==> src/rtl/wdog_pkg.sv <==
package wdog_pkg;

  typedef enum logic [1:0] {
    ST_RUN  = 2'd0,
    ST_STOP = 2'd1,
    ST_STAB = 2'd2
  } wd_state_e;

  localparam logic [3:0] WD_OFF_CODE = 4'b1010;

  // Watchdog armed for every nibble except the single disable code.
  function automatic logic wd_armed(input logic [3:0] code);
    return code != WD_OFF_CODE;
  endfunction

  // Prescale ratio chosen by the 2-bit select field.
  function automatic int unsigned pick_div(input logic [1:0] sel,
                                           input int unsigned d0, input int unsigned d1,
                                           input int unsigned d2, input int unsigned d3);
    case (sel)
      2'd0:    return d0;
      2'd1:    return d1;
      2'd2:    return d2;
      default: return d3;
    endcase
  endfunction

  function automatic int unsigned max4(input int unsigned a, input int unsigned b,
                                       input int unsigned c, input int unsigned d);
    int unsigned m;
    m = a;
    if (b > m) m = b;
    if (c > m) m = c;
    if (d > m) m = d;
    return m;
  endfunction

endpackage

==> src/rtl/wdog_ctl_reg.sv <==
module wdog_ctl_reg #(
  parameter int unsigned DATA_W  = 8,
  parameter int unsigned CODE_LO = 4,
  parameter int unsigned SEL_LO  = 2,
  parameter int unsigned CLR_BIT = 1
) (
  input  logic              clk,
  input  logic              rst_n,
  input  logic              wr_en,
  input  logic [DATA_W-1:0] wdata,
  output logic [3:0]        wd_code,
  output logic [1:0]        div_sel,
  output logic              clr_stb
);

  // Clear strobe is taken straight from the write and never stored.
  assign clr_stb = wr_en && wdata[CLR_BIT];

  always_ff @(posedge clk or negedge rst_n) begin
    if (!rst_n) begin
      wd_code <= '0;
      div_sel <= '0;
    end else if (wr_en) begin
      wd_code <= wdata[CODE_LO +: 4];
      div_sel <= wdata[SEL_LO +: 2];
    end
  end

endmodule

==> src/rtl/wdog_prescaler.sv <==
module wdog_prescaler
  import wdog_pkg::*;
#(
  parameter int unsigned DIV0 = 4096,
  parameter int unsigned DIV1 = 1024,
  parameter int unsigned DIV2 = 128,
  parameter int unsigned DIV3 = 16
) (
  input  logic       clk,
  input  logic       rst_n,
  input  logic       clr,
  input  logic       hold,
  input  logic [1:0] sel,
  output logic       tick
);

  localparam int unsigned DMAX = max4(DIV0, DIV1, DIV2, DIV3);
  localparam int unsigned PW   = (DMAX > 2) ? $clog2(DMAX) : 1;

  logic [PW-1:0] pre_q;
  logic [PW-1:0] limit;

  always_comb limit = PW'(pick_div(sel, DIV0, DIV1, DIV2, DIV3) - 1);

  // ">=" keeps a ratio change mid-period from skipping a whole wrap.
  assign tick = !hold && !clr && (pre_q >= limit);

  always_ff @(posedge clk or negedge rst_n) begin
    if (!rst_n)      pre_q <= '0;
    else if (clr)    pre_q <= '0;
    else if (!hold)  pre_q <= tick ? '0 : pre_q + 1'b1;
  end

endmodule

==> src/rtl/wdog_counter.sv <==
module wdog_counter #(
  parameter int unsigned CNT_W    = 8,
  parameter int unsigned STAB_BIT = 3
) (
  input  logic             clk,
  input  logic             rst_n,
  input  logic             clr,
  input  logic             tick,
  output logic [CNT_W-1:0] cnt,
  output logic             ovf,
  output logic             stab_carry
);

  // Events seen on the tick that moves the count past a boundary.
  assign ovf        = tick && (&cnt);
  assign stab_carry = tick && (&cnt[STAB_BIT:0]);

  always_ff @(posedge clk or negedge rst_n) begin
    if (!rst_n)     cnt <= '0;
    else if (clr)   cnt <= '0;
    else if (tick)  cnt <= cnt + 1'b1;
  end

endmodule

==> src/rtl/wdog_stab.sv <==
module wdog_stab
  import wdog_pkg::*;
#(
  parameter int unsigned DIV0     = 4096,
  parameter int unsigned DIV1     = 1024,
  parameter int unsigned DIV2     = 128,
  parameter int unsigned DIV3     = 16,
  parameter int unsigned CNT_W    = 8,
  parameter int unsigned STAB_BIT = 3
) (
  input  logic       clk,
  input  logic       rst_n,
  input  logic       ctl_wr,
  input  logic [7:0] ctl_wdata,
  input  logic       stop_req,
  input  logic       wake_irq,
  output logic       cpu_clk_en,
  output logic       rst_req
);

  wd_state_e        state_q, state_d;
  logic [3:0]       wd_code;
  logic [1:0]       div_sel;
  logic             clr_stb;
  logic             wr_ok;
  logic             wake_clr;
  logic             cnt_clr;
  logic             hold;
  logic             tick;
  logic [CNT_W-1:0] cnt;
  logic             ovf;
  logic             stab_carry;
  logic             wd_fire;

  // Writes only land while the CPU clock runs.
  assign wr_ok    = ctl_wr && (state_q == ST_RUN);
  assign wake_clr = (state_q == ST_STOP) && wake_irq;
  assign cnt_clr  = clr_stb || wake_clr;
  assign hold     = (state_q == ST_STOP);

  wdog_ctl_reg u_ctl (
    .clk     (clk),
    .rst_n   (rst_n),
    .wr_en   (wr_ok),
    .wdata   (ctl_wdata),
    .wd_code (wd_code),
    .div_sel (div_sel),
    .clr_stb (clr_stb)
  );

  wdog_prescaler #(
    .DIV0 (DIV0), .DIV1 (DIV1), .DIV2 (DIV2), .DIV3 (DIV3)
  ) u_pre (
    .clk   (clk),
    .rst_n (rst_n),
    .clr   (cnt_clr),
    .hold  (hold),
    .sel   (div_sel),
    .tick  (tick)
  );

  wdog_counter #(
    .CNT_W (CNT_W), .STAB_BIT (STAB_BIT)
  ) u_cnt (
    .clk        (clk),
    .rst_n      (rst_n),
    .clr        (cnt_clr),
    .tick       (tick),
    .cnt        (cnt),
    .ovf        (ovf),
    .stab_carry (stab_carry)
  );

  always_comb begin
    state_d = state_q;
    unique case (state_q)
      ST_RUN:  if (stop_req)   state_d = ST_STOP;
      ST_STOP: if (wake_irq)   state_d = ST_STAB;
      ST_STAB: if (stab_carry) state_d = ST_RUN;
      default:                 state_d = ST_STAB;
    endcase
  end

  assign wd_fire = ovf && wd_armed(wd_code) && (state_q == ST_RUN);

  always_ff @(posedge clk or negedge rst_n) begin
    if (!rst_n) begin
      state_q <= ST_STAB;
      rst_req <= 1'b0;
    end else begin
      state_q <= state_d;
      rst_req <= wd_fire;
    end
  end

  assign cpu_clk_en = (state_q == ST_RUN);

endmodule

==> config.mk <==
export PLATFORM = sky130hd
export DESIGN_NAME = wdog_stab
export DESIGN_NICKNAME = d
export VERILOG_FILES = /design/src/rtl/wdog_pkg.sv /design/src/rtl/wdog_ctl_reg.sv /design/src/rtl/wdog_prescaler.sv /design/src/rtl/wdog_counter.sv /design/src/rtl/wdog_stab.sv
export SDC_FILE = /design/constraint.sdc
export NUM_CORES = 1
export LEC_CHECK = 0
export ABC_CLOCK_PERIOD_IN_PS = 3550
export BUFFER_PORTS_ARGS = -buffer_cell sky130_fd_sc_hd__buf_2
export CAP_MARGIN = 10
export CORE_AREA = 2 2 54 56
export CTS_CLUSTER_SIZE = 20
export DETAILED_ROUTE_END_ITERATION = 10
export DIE_AREA = 0 0 56 58
export PLACE_DENSITY = 0.81
export SLEW_MARGIN = 10
export SYNTH_ARGS = -nofsm -noshare
export SYNTH_HDL_FRONTEND = slang
export SYNTH_SLANG_ARGS = --single-unit
==> constraint.sdc <==
create_clock -name clk -period 3.55 [get_ports clk]
set_clock_uncertainty 0.2 [all_clocks]
set_input_delay 0.5325 -clock clk [delete_from_list [all_inputs] [get_ports clk]]
set_output_delay 0.5325 -clock clk [all_outputs]
set_load 0.02 [all_outputs]
# After elaboration in Yosys (flattened, before gate mapping)
# Cells that the tools add are included.
totals:
  reg_bits: 29
  inputBits: 13
  out_inout_bits: 2
  word_cells: 47
op_classes:
  addsub: 3
  n_lt_le_gt_ge: 1
  n_eq_ne: 9
  mux: 10
  n_reduce_logical: 18
op_table:
  columns: ["cell", "count"]
  rows:
  - ["two-way mux 12 bit", 3]
  - ["one-hot mux 11 bit (3 select lines)", 1]
  - ["two-way mux 8 bit", 2]
  - ["adder 12 x 1 -> 12 bit (second input constant)", 1]
  - [">= comparator 12 bit", 1]
  - ["subtractor 12 x 1 -> 12 bit (second input constant)", 1]
  - ["logical AND 1 bit", 9]
  - ["adder 8 x 1 -> 8 bit (second input constant)", 1]
  - ["AND reduction 8 bit", 1]
  - ["two-way mux 2 bit", 3]
  - ["!= test 2 bit (second input constant)", 3]
  - ["one-hot mux 2 bit (3 select lines)", 1]
  - ["equality test 2 x 1 -> 1 bit (second input constant)", 2]
  - ["equality test 2 bit (second input constant)", 2]
  - ["logical NOT 2 bit", 2]
  - ["!= test 4 bit (second input constant)", 1]
  - ["AND reduction 4 bit", 1]
  - ["AND reduction 3 bit", 1]
  - ["logical NOT 1 bit", 2]
  - ["!= test 2 x 1 -> 1 bit (second input constant)", 1]
  - ["nonzero test 2 bit", 1]
  - ["logical OR 1 bit", 1]

# Depth between registers and ports, before layout
# Gate-level depths: netlist (run 1).
logic_depth:
  word_depth: 10
  mapped_depth: 11
  ltp_nobuf: 10

# Hierarchy
# Synthesis (run 1) repeated with hierarchy kept, for this count alone.
unflattened:
  cells_unflattened: 173
  area_unflattened_um2: 1704.1
modules_own_cells:
  columns: ["mod", "n_inst", "cells_each", "area_per_inst_um2", "seq_area_each_um2"]
  rows:
  - ["wdog_prescaler", 1, 103, 882.1, 300.3]
  - ["wdog_counter", 1, 41, 409.1, 200.2]
  - ["wdog_ctl_reg", 1, 14, 259.0, 150.1]
  - ["wdog_stab", 1, 15, 153.9, 76.3]

# Worst setup path after synthesis (run 1)
# OpenSTA, ideal clock, no wires.
synth_path:
  kind: "flip-flop to flip-flop"
  from: "register u_ctl.div_sel[1]"
  to: "register u_cnt.cnt[3]"
  setup_time_ps: 129
  arrival_time_ps: 1997
  t_required_ps: 3221
  setup_slack_ps: 1224
  path_stages_with_launch: 10
  n_path_buf: 1
  period_less_slack_ps: 2326
  cell_sequence: "dfrtp_1 -> or2_2 -> ha_1 -> nand2_1 -> o21a_1 -> a21oi_1 -> nand2_4 -> buf_6 -> o211ai_1 -> o31ai_1"
synth_via:
  elab_chain_cells: 6
  elab_cells_between_ends: 8
  classes_between: "add/sub: 1; order compare: 1; eq/ne: 2; mux: 1; reduce/logical: 3"
synth_rtl:
  columns: ["element", "line_no", "source"]
  rows:
  - ["from (decl)", "wdog_ctl_reg.sv:12", "output logic [1:0] div_sel,"]
  - ["from (signal assigned)", "wdog_ctl_reg.sv:25", "div_sel <= wdata[SEL_LO +: 2];"]
  - ["equality test 2 bit (tied with other cells)", "wdog_pkg.sv:20", "case (sel)"]
  - ["one-hot mux 11 bit (3 select lines) (*)", "wdog_pkg.sv:20", null]
  - ["subtractor 12 x 1 -> 12 bit (*)", "wdog_prescaler.sv:23", "always_comb limit = PW'(pick_div(sel, DIV0, DIV1, DIV2, DIV3) - 1);"]
  - [">= comparator 12 bit (*)", "wdog_prescaler.sv:26", "assign tick = !hold && !clr && (pre_q >= limit);"]
  - ["logical AND 1 bit (*)", "wdog_prescaler.sv:26", null]
  - ["nonzero test 2 bit (no line) (*)", null, null]
  - ["to (signal assigned)", "wdog_counter.sv:21", "else if (tick) cnt <= cnt + 1'b1;"]
  - ["to (decl)", "wdog_counter.sv:9", "output logic [CNT_W-1:0] cnt,"]
# Mark *: on every way between the ends. The rest lies on a longest branch, timed or not.
# A chain may end at the register's enable or synchronous reset.

# Final worst setup path (run 1)
layout_path:
  from: "register u_ctl.div_sel[1]"
  to: "register u_pre.pre_q[1]"
layout_via:
  elab_chain_cells: 8
  elab_cells_between_ends: 10
  classes_between: "add/sub: 1; order compare: 1; eq/ne: 2; mux: 4; reduce/logical: 2"
layout_rtl:
  columns: ["element", "line_no", "source"]
  rows:
  - ["equality test 2 bit (tied with other cells)", "wdog_pkg.sv:20", null]
  - ["one-hot mux 11 bit (3 select lines) (*)", "wdog_pkg.sv:20", null]
  - ["subtractor 12 x 1 -> 12 bit (*)", "wdog_prescaler.sv:23", null]
  - [">= comparator 12 bit (*)", "wdog_prescaler.sv:26", null]
  - ["logical AND 1 bit (*)", "wdog_prescaler.sv:26", null]
  - ["two-way mux 12 bit (*) (2 in series)", "wdog_prescaler.sv:31", "else if (!hold) pre_q <= tick ? '0 : pre_q + 1'b1;"]
  - ["two-way mux 12 bit (*)", "wdog_prescaler.sv:30", "else if (clr) pre_q <= '0;"]
  - ["to (signal assigned)", "wdog_prescaler.sv:31", null]
  - ["to (decl)", "wdog_prescaler.sv:20", "logic [PW-1:0] pre_q;"]
# Mark *: on every way between the ends. The rest lies on a longest branch, timed or not. The select of a mux whose other input is x is not followed.

==> results.tsv, run 1 <==
metric	value	unit
grt met2 use	0.3613	
Clock Power Share	0.200	
CP top delay family	simple AND/OR/NAND/NOR gates	
vias	1153	
worst hold path type	in -> async	
num ports	15	
Seq/Total Area, Yosys	0.4758	
area grow syn2layout	8.518	%
Die Area	3248	µm²
Cell Chain, Critical Path	or2_2, ha_1, nand2_1, o21a_1, a21oi_1, nand2_4, nand2_1, o21ai_0	
GRT Total Usage	0.2083	
Logic pwr share	0.307	
PD cells	598.3	nW/µm²
top-count cell post-synth	dfrtp_1	
GR peak layer	met2	
total design power	0.9918	mW
Die Ht	58	µm
synth cell count leaders	dfrtp_1 (28), nand2_1 (21), nor2_1 (14)	
largest cells by area after synthesis	dfrtp_1 (46%), ha_1 (6.6%), nand2_1 (5.2%), xor2_1 (5.2%), mux2_2 (4.4%)	
syn_nets	168	
unrepaired setup endpoints after global routing	false	
worst hold margin	-0.004215	ns
CP Buf/Inv Count	0	
CP Class	reg -> reg	
Hold Buf Count CTS	0	
Detail Placement HPWL	2167	µm
CP peak stage delay	0.45	ns
Slew @ Worst Pin	0.6476	ns
TritonCTS clock tree	built	
layout cells sized above 1	0.2209	
synthesized cell area	1528	µm²
Max IR drop VDD	0.0003770	V
Leakage	0.8203	nW
drt via density	5.943	
Fmax	363.7	MHz
# rows	19	
Crit-path slowest cell	dfrtp_1	
switching share of power	0.3708	
clock slew at reported path FFs	0.11	ns
register share of total power	0.493	
Cells after Synth	147	
cell-internal power	0.6241	mW
Synth Area per Inst	10.39	µm²
Slew Viols, Final	0	
DRT iter0 DRCs	45	
vias in the first global route	1210	
Yosys Warn Count	0	
pin count of the biggest net entering global routing	30	
initial antenna violation count	0	
placed cell areas	1603	µm²
Post-CTS Resized	0	
Inserted Diodes	0	
final WL	2913	µm
met3 usage	0.04911	
Seq cells post-synth	29	
maxcap violations	0	
worst-path maximum fanout	17	
CTS Buf Count	5	
worst endpoint data arrival time	2.75	ns
DRC viols	0	
CP Launch Type	flip-flop	
Setup Viol. Count Final	0	
area leader, netlist	dfrtp_1	
met1 usage	0.2356	
fin area	1658	µm²
slew margin rel.	0.5682	
Post-CTS Setup Inserts	0	
failing checks	hold timing	
minimum clock period after layout	2.749	ns
Tcrit/Tclk final	0.7744	
maximum clock path buffer count	2	
wire per inst	15.02	µm
post-synth top area share	0.4586	
total global routing overflow	0	
worst endpoint required time	3.55	ns
post-synth cell types	36	
fin nets	183	
P_sw	0.3677	mW
placer's final routability congestion estimate	0.7341	
clock tree sinks	29	
Die W	56	µm
final-report hold violation count	9	
number of port buffers	13	
clk root buf	clkbuf_4	
CTS HTree Levels	2	
status	complete, but fails checks	
core box area	2663	µm²
CP dominant cell by count	nand2_1	
worst skew pair latency	0.35	ns
TNS Setup	0	ns
first-pass GRT wire length	5154	µm
drt first pass iters	4	
crit path capture type	flip-flop	
Post-synth EDFFs	0	
Antenna Violating Nets Remaining	0	
Post-synth ARST share	1.000	
most used flip-flop cell after synthesis	dfrtp_1	
Initial Util	0.5738	
==> kinds of logic (layout without fill, tap and decap cells) <==
family / count (synthesis) / after routing / share of synthesized area
AND/OR/NAND/NOR: 60 / 60 / 0.1884
adder cells (fa/ha/maj): 8 / 8 / 0.06552
AO/OA/AOI/OAI: 23 / 23 / 0.1229
buffers and inverters: 8 / 24 / 0.02621
XOR/XNOR: 10 / 10 / 0.05733
multiplexers: 9 / 9 / 0.06388
flip-flops: 29 / 29 / 0.4758
==> sequential cells by signal (all words and copies together) (netlist names) <==
register / count
rst_req: 1
u_ctl.div_sel: 2
u_cnt.cnt: 8
u_pre.pre_q: 12
u_ctl.wd_code: 4
state_q: 2
==> metal layers <==
layer	wire length, µm	vias up	part of all wire
li1	-	555	-
met2	1493	26	0.51
met1	1201	561	0.41
met3	131	11	0.045
met5	0	-	0
met4	86	0	0.030
==> worst reg2reg max path: cells and delay by family, from the launching register on <==
| kind | cells | cell delay, ns |
|---|---|---|
| AO/OA/AOI/OAI | 3 | 0.68 |
| adder cells (fa/ha/maj) | 1 | 0.32 |
| AND/OR/NAND/NOR | 4 | 0.97 |
| flip-flops | 1 | 0.45 |
==> metrics by stage <==
stage                     cells    util  setup WS (ns)
final                       194  0.6227         0.8008
after detailed placement    186  0.6020         0.8253
after floorplan             147       -          1.224
after global routing        194  0.6227         0.6030
after CTS                   194  0.6227         0.7936
after global placement      186  0.6020         0.9698
==> cell type report <==
class                      count  area (µm²)
multi-input combinational    110       760.7
fill                         224        1005
sequential                    29       726.9
inverter                       3       11.26
tap                           31       38.79
clock inverter                 3       17.52
timing repair buffer          13       65.06
clock buffer                   5       37.54
==> path summary, 6_finish.rpt <==
kind	cells past startpoint	startpoint	end	slack, ns
worst max-delay path	8	u_ctl.div_sel[1]$_DFFE_PN0P_	u_pre.pre_q[1]$_DFFE_PN0P_	0.80
max in group asynchronous	1	rst_n	u_cnt.cnt[0]$_DFFE_PN0P_	2.72
worst min register to register	1	u_cnt.cnt[6]$_DFFE_PN0P_	u_cnt.cnt[6]$_DFFE_PN0P_	0.31
min in group clk	3	stop_req	state_q[0]$_DFFE_PN0P_	0.19
worst max register to register	8	u_ctl.div_sel[1]$_DFFE_PN0P_	u_pre.pre_q[1]$_DFFE_PN0P_	0.80
worst min-delay path	1	rst_n	u_pre.pre_q[11]$_DFFE_PN0P_	-0.004
==> layout by cell type (no fill, tap or decap), drive strengths merged, types with 4 or more instances in the layout <==
cell type / count
dfrtp: 28
nand2: 22
ha: 8
o21ai: 4
a21oi: 4
mux2: 6
clkbuf: 5
o311ai: 5
nor2: 14
nand4: 4
buf: 13
nand3: 11
xor2: 9
==> power by group through the flow <==
stage	Sequential, mW	Combinational (mW)	Clock [mW]
after global placement	0.483	0.283	0
final	0.489	0.305	0.198
after detailed placement	0.496	0.308	0
after floorplan	0.472	0.244	0
after global routing	0.502	0.356	0.218
after CTS	0.489	0.309	0.202
(Power assumes the default switching activity.)
==> inputs of run 2 (changes only) <==
--- a/config.mk
+++ b/config.mk
@@ -5,14 +5,15 @@
 export SDC_FILE = /design/constraint.sdc
 export NUM_CORES = 1
 export LEC_CHECK = 0
-export ABC_CLOCK_PERIOD_IN_PS = 3550
+export ABC_AREA = 1
+export ABC_CLOCK_PERIOD_IN_PS = 2500
 export BUFFER_PORTS_ARGS = -buffer_cell sky130_fd_sc_hd__buf_2
 export CAP_MARGIN = 10
-export CORE_AREA = 2 2 54 56
+export CORE_AREA = 2 2 61 63
 export CTS_CLUSTER_SIZE = 20
 export DETAILED_ROUTE_END_ITERATION = 10
-export DIE_AREA = 0 0 56 58
-export PLACE_DENSITY = 0.81
+export DIE_AREA = 0 0 63 65
+export PLACE_DENSITY = 0.75
 export SLEW_MARGIN = 10
 export SYNTH_ARGS = -nofsm -noshare
 export SYNTH_HDL_FRONTEND = slang
==> constraint.sdc (replaced) <==
create_clock -name clk -period 2.5 [get_ports clk]
set_clock_uncertainty 0.2 [all_clocks]
set_input_delay 0.375 -clock clk [delete_from_list [all_inputs] [get_ports clk]]
set_output_delay 0.375 -clock clk [all_outputs]
set_load 0.02 [all_outputs]
==> results.tsv, run 2 <==
metric	value	unit
TNS Setup	0	ns
Filler cells	329	
worst endpoint data arrival time	2.40	ns
synth cell count leaders	nand2_1 (43), dfrtp_1 (28), nor2_1 (27)	
final-report hold violation count	0	
Antenna Violating Nets Remaining	0	
drt via density	4.930	
PD cells	787.9	nW/µm²
R2R Path End	u_pre.pre_q[10]$_DFFE_PN0P_	
reg-to-reg critical path startpoint	u_ctl.div_sel[1]$_DFFE_PN0P_	
Largest register FFs	12	
P_sw	0.5936	mW
CP Class	reg -> reg	
total design power	1.542	mW
CTS Buf Count	5	
Top reg by flops	u_pre.pre_q	
drt first pass iters	4	
Top Registers	u_pre.pre_q (12), u_cnt.cnt (8), u_ctl.wd_code (4)	
clk root buf	clkbuf_4	
crit path capture type	flip-flop	
area leader, netlist	dfrtp_1	
Die W	63	µm
Logic pwr share	0.348	
slew margin rel.	0.5768	
TritonCTS clock tree	built	
Inserted Diodes	0	
vias in the first global route	1289	
Slew Viols, Final	0	
switching share of power	0.3850	
Slew @ Worst Pin	0.6348	ns
Die Area	4095	µm²
CP Launch Type	flip-flop	
register share of total power	0.436	
worst endpoint required time	2.57	ns
synthesized cell area	1733	µm²
post-synth top area share	0.4043	
worst hold path type	in -> reg	
placer's final routability congestion estimate	0.8907	
syn_nets	223	
Detail Placement HPWL	2336	µm
DRC viols	0	
Yosys Warn Count	0	
Synth Area per Inst	8.579	µm²
Die Ht	65	µm
final non-filler cell total	273	
CP peak stage delay	0.42	ns
CTS HTree Levels	2	
layout cells sized above 1	0.2356	
Hold EP	state_q[0]$_DFFE_PN0P_	
Leakage	1.048	nW
vias	1346	
Cells after DPL	264	
clock tree sinks	29	
worst skew pair latency	0.34	ns
fin nets	245	
worst hold margin	0.06497	ns
initial antenna violation count	0	
Seq cells post-synth	29	
most frequent cells in the layout	nand2_1 (43), dfrtp_1 (28), nor2_1 (27), inv_1 (22), nand3_1 (15)	
WHS Path Cells	3	
most common cell after layout, fill and taps aside	nand2_1	
Final Core Density	0.5598	
most used flip-flop cell after synthesis	dfrtp_1	
Initial Util	0.4957	
Post-CTS Resized	0	
unrepaired setup endpoints after global routing	false	
core box area	3496	µm²
post-synth cell types	28	
Post-synth ARST share	1.000	
Max IR drop VDD	0.0005683	V
Tcrit/Tclk final	0.9323	
Fmax	429.0	MHz
area grow syn2layout	12.92	%
total global routing overflow	0	
Post-CTS Setup Inserts	0	
wire per inst	11.53	µm
pin count of the biggest net entering global routing	30	
CP dominant cell by count	nor2_1	
maximum clock path buffer count	2	
CP top delay family	simple AND/OR/NAND/NOR gates	
Seq/Total Area, Yosys	0.4195	
status	finished clean	
num ports	15	
CP Buf/Inv Count	1	
maxcap violations	0	
top-count cell post-synth	nand2_1	
largest cells by area after synthesis	dfrtp_1 (40%), nand2_1 (9.3%), nand3_2 (6.4%), nor2_1 (5.8%), ha_1 (5.8%)	
Cell Chain, Critical Path	nand2_2, ha_1, ha_1, inv_1, nor2_1, nor2_1, nand2_1, nand2_1, nand3_4, nand2_4, nand2_2, nor2_1	
# rows	22	
Setup Viol. Count Final	0	
number of port buffers	13	
first-pass GRT wire length	5589	µm
DRT iter0 DRCs	35	
Cells after Synth	202	
worst-path maximum fanout	10	
clock slew at reported path FFs	0.10	ns
Crit-path slowest cell	dfrtp_1	
GRT Total Usage	0.1759	
final WL	3149	µm
minimum clock period after layout	2.331	ns
cell-internal power	0.9483	mW
FF-to-FF setup slack	0.17	ns
worst r2r path cells	12	
Clock Power Share	0.216	
hold path start	stop_req	
Post-synth EDFFs	0	
[run 2: changes by cell type in the layout (fill, tap and decap cells not counted), moves of 3 or more]
cell | previous run | this run
nor2_2 | 0 | 3
inv_1 | 3 | 22
nand2_2 | 0 | 3
nor2_1 | 14 | 27
o41ai_1 | 3 | 0
mux2i_1 | 3 | 0
nand2_1 | 21 | 43
nand3_1 | 11 | 15
nand3_2 | 0 | 11
nand4_1 | 4 | 7
o311ai_1 | 3 | 0
[run 2: worst max path at each step]
stage / slack [ns] / endpoint / cells past startpoint / start
2_1_floorplan: 0.36 / u_cnt.cnt[3]$_DFFE_PN0P_ / 11 / u_ctl.div_sel[1]$_DFFE_PN0P_
3_3_place_gp: 0.20 / u_pre.pre_q[10]$_DFFE_PN0P_ / 10 / u_ctl.div_sel[1]$_DFFE_PN0P_
3_5_place_dp: 0.17 / u_pre.pre_q[4]$_DFFE_PN0P_ / 10 / u_ctl.div_sel[1]$_DFFE_PN0P_
4_1_cts: 0.15 / u_pre.pre_q[4]$_DFFE_PN0P_ / 10 / u_ctl.div_sel[1]$_DFFE_PN0P_
5_1_grt: 0.02 / u_pre.pre_q[4]$_DFFE_PN0P_ / 12 / u_ctl.div_sel[1]$_DFFE_PN0P_
6_report: 0.17 / u_pre.pre_q[10]$_DFFE_PN0P_ / 12 / u_ctl.div_sel[1]$_DFFE_PN0P_
[run 2: per-layer routing]
layer,global-route usage,share of wire,routed length [µm]
met4,0.06389,0.017,55
met5,0,0,0
met2,0.2886,0.48,1507
met1,0.2200,0.48,1496
met3,0.05208,0.029,90
[run 2: worst min-delay path, delay by kind of cell]
kind / cells / cell delay, ns
buffers and inverters: 1 / 0.07
AND/OR/NAND/NOR: 2 / 0.11
[run 2: power by group through the flow]
stage / Sequential (mW) / Clock, mW / Combinational, mW
detailed placement: 0.681 / 0 / 0.539
global placement: 0.674 / 0 / 0.523
CTS: 0.672 / 0.342 / 0.546
global route: 0.687 / 0.366 / 0.622
floorplan: 0.658 / 0 / 0.428
finish: 0.672 / 0.333 / 0.537
[run 2: cell type report]
type | instances | area (µm²) | area share
clock inverters | 1 | 5.005 | 0.002558
well taps | 48 | 60.06 | 0.03069
clock buffers | 7 | 65.06 | 0.03325
inverters | 23 | 86.33 | 0.04412
repair buffers | 17 | 110.1 | 0.05627
flip-flops and latches | 29 | 726.9 | 0.3715
multi-input cells | 148 | 903.4 | 0.4616
[run 2: stage by stage]
stage                     setup WS, ns  cell area [µm²]
after global routing           0.01592             1957
after floorplan                 0.3557             1733
after global placement          0.2048             1877
after detailed placement        0.1720             1877
final                           0.1692             1957
after CTS                       0.1526             1957
[run 2: timing repair]
action                     CTS  global route
setup endpoints to repair    0             0
hold endpoints to repair    28             0
hold buffers                 1             0
[run 2: cells by family (layout without fill, tap and decap cells)]
| group | after synthesis | count (layout) | share of synthesized area |
|---|---|---|---|
| compound gates | 7 | 7 | 0.02382 |
| xor+xnor | 12 | 12 | 0.06065 |
| fa+ha+maj | 8 | 8 | 0.05776 |
| buf+inv | 25 | 48 | 0.05920 |
| flops | 29 | 29 | 0.4195 |
| mux | 5 | 5 | 0.03249 |
| simple gates | 116 | 116 | 0.3466 |
==> inputs of run 3 (changes only) <==
--- a/config.mk
+++ b/config.mk
@@ -6,14 +6,14 @@
 export NUM_CORES = 1
 export LEC_CHECK = 0
 export ABC_AREA = 1
-export ABC_CLOCK_PERIOD_IN_PS = 2500
+export ABC_CLOCK_PERIOD_IN_PS = 2610
 export BUFFER_PORTS_ARGS = -buffer_cell sky130_fd_sc_hd__buf_2
 export CAP_MARGIN = 10
-export CORE_AREA = 2 2 61 63
+export CORE_AREA = 2 2 60 62
 export CTS_CLUSTER_SIZE = 20
 export DETAILED_ROUTE_END_ITERATION = 10
-export DIE_AREA = 0 0 63 65
-export PLACE_DENSITY = 0.75
+export DIE_AREA = 0 0 62 64
+export PLACE_DENSITY = 0.74
 export SLEW_MARGIN = 10
 export SYNTH_ARGS = -nofsm -noshare
 export SYNTH_HDL_FRONTEND = slang
==> constraint.sdc (replaced) <==
create_clock -name clk -period 2.61 [get_ports clk]
set_clock_uncertainty 0.2 [all_clocks]
set_input_delay 0.3915 -clock clk [delete_from_list [all_inputs] [get_ports clk]]
set_output_delay 0.3915 -clock clk [all_outputs]
set_load 0.02 [all_outputs]
==> results.tsv, run 3 (synthesis gave the netlist of run 2 again) <==
metric	value	unit
Top reg by flops	u_pre.pre_q	
wire per inst	11.24	µm
Initial Util	0.5276	
CTS HTree Levels	2	
register share of total power	0.438	
met1 usage	0.2096	
Top Registers	u_pre.pre_q (12), u_cnt.cnt (8), u_ctl.wd_code (4)	
clock tree sinks	29	
Die Ht	64	µm
Antenna Violating Nets Remaining	0	
vias in the first global route	1223	
minimum clock period after layout	2.365	ns
DRC viols	0	
Place WS	0.2524	ns
placer's final routability congestion estimate	0.7746	
most frequent cells in the layout	nand2_1 (43), dfrtp_1 (28), nor2_1 (27), inv_1 (22), nand3_1 (15)	
Die W	62	µm
worst-path maximum fanout	12	
Die Area	3968	µm²
Setup WS post-layout	0.2446	ns
Filler cells	295	
fin nets	243	
worst skew pair latency	0.33	ns
first-pass GRT wire length	5064	µm
layout cells sized above 1	0.2287	
Cells after DPL	260	
grt met2 use	0.2799	
Clock Power Share	0.215	
Inserted Diodes	0	
slew margin rel.	0.5562	
# rows	21	
worst endpoint data arrival time	2.38	ns
final-report hold violation count	0	
vias	1309	
clk root buf	clkbuf_4	
total global routing overflow	0	
Fmax	422.8	MHz
maxcap violations	0	
crit path capture type	flip-flop	
CTS Buf Count	5	
placed cell areas	1847	µm²
drt first pass iters	4	
GRT Total Usage	0.1705	
met3 usage	0.05466	
worst r2r path cells	10	
switching share of power	0.3820	
cell-internal power	0.9034	mW
DRT iter0 DRCs	21	
WHS Path Cells	3	
num ports	15	
pin count of the biggest net entering global routing	30	
CP Class	reg -> reg	
fin area	1927	µm²
Slew Viols, Final	0	
Setup Viol. Count Final	0	
initial antenna violation count	0	
worst endpoint required time	2.63	ns
drt via density	4.866	
final non-filler cell total	269	
Detail Placement HPWL	2186	µm
worst hold path type	in -> reg	
area grow syn2layout	11.19	%
Logic pwr share	0.347	
status	finished clean	
final WL	3024	µm
PD cells	758.6	nW/µm²
number of port buffers	13	
core box area	3284	µm²
TNS Setup	0	ns
Slew @ Worst Pin	0.6574	ns
TritonCTS clock tree	built	
Tcrit/Tclk final	0.9063	
most common cell after layout, fill and taps aside	nand2_1	
maximum clock path buffer count	2	
P_sw	0.5583	mW
unrepaired setup endpoints after global routing	false	
clock slew at reported path FFs	0.09	ns
CP Launch Type	flip-flop	
Leakage	1.033	nW
Max IR drop VDD	0.0005551	V
Largest register FFs	12	
GR peak layer	met2	
==> run 3: cell count changes in the layout (fill, tap and decap cells not counted), sizes merged <==
cell | previous run | this run
buf | 16 | 14
==> run 3: what timing repair did <==
action / in CTS / in global routing
hold buffers: 1 / 0
setup buffers: 0 / 0
resized for setup: 0 / 0
endpoints found under the hold margin: 28 / 0
==> run 3: worst max-delay path, stage by stage, from the launching register on <==
cell	delay [ns]
dfrtp_1	0.43
or2_2	0.33
ha_1	0.30
nand2_1	0.07
nor2_1	0.14
and2_1	0.15
nand3_2	0.10
nand3_4	0.11
nand2_4	0.14
nand2_2	0.21
nor2_1	0.07
==> run 3: layout make-up <==
type / instances / area [µm²] / share of cell area
timing repair buffer: 15 / 82.58 / 0.04286
clock inverter: 1 / 5.005 / 0.002597
multi-input combinational: 148 / 903.4 / 0.4688
tap: 46 / 57.56 / 0.02987
inverter: 23 / 86.33 / 0.04481
sequential: 29 / 726.9 / 0.3773
clock buffer: 7 / 65.06 / 0.03377
==> run 3: final timing paths <==
| path | start | endpoint | slack [ns] |
|---|---|---|---|
| max | u_ctl.div_sel[1]$_DFFE_PN0P_ | u_pre.pre_q[9]$_DFFE_PN0P_ | 0.24 |
| min | stop_req | state_q[0]$_DFFE_PN0P_ | 0.06 |
| max reg2reg | u_ctl.div_sel[1]$_DFFE_PN0P_ | u_pre.pre_q[9]$_DFFE_PN0P_ | 0.24 |
| min reg2reg | u_ctl.wd_code[0]$_DFFE_PN0P_ | u_ctl.wd_code[0]$_DFFE_PN0P_ | 0.31 |
| max in group asynchronous | rst_n | u_cnt.cnt[5]$_DFFE_PN0P_ | 1.38 |
| min in group asynchronous | rst_n | u_ctl.div_sel[0]$_DFFE_PN0P_ | 0.40 |
==> run 3: metrics by stage <==
stage	utilization	power, mW	hold WS (ns)
floorplan	-	1.040	-0.1041
global placement	0.5623	1.140	0.2469
detailed placement	0.5623	1.157	0.2520
CTS	0.5867	1.478	0.05070
global route	0.5867	1.584	0.04383
finish	0.5867	1.462	0.06482
==> run 3: power groups by stage <==
stage / registers (mW) / logic (mW) / clock network, mW
5_1_grt: 0.653 / 0.587 / 0.344
3_5_place_dp: 0.651 / 0.505 / 0
2_1_floorplan: 0.630 / 0.410 / 0
4_1_cts: 0.641 / 0.512 / 0.325
6_report: 0.641 / 0.507 / 0.314
3_3_place_gp: 0.646 / 0.494 / 0
==> run 3: routing by layer <==
layer / vias up / share of wire
met2: 12 / 0.49
met3: 4 / 0.028
met4: 0 / 0.012
li1: 690 / -
met5: - / 0
met1: 603 / 0.47
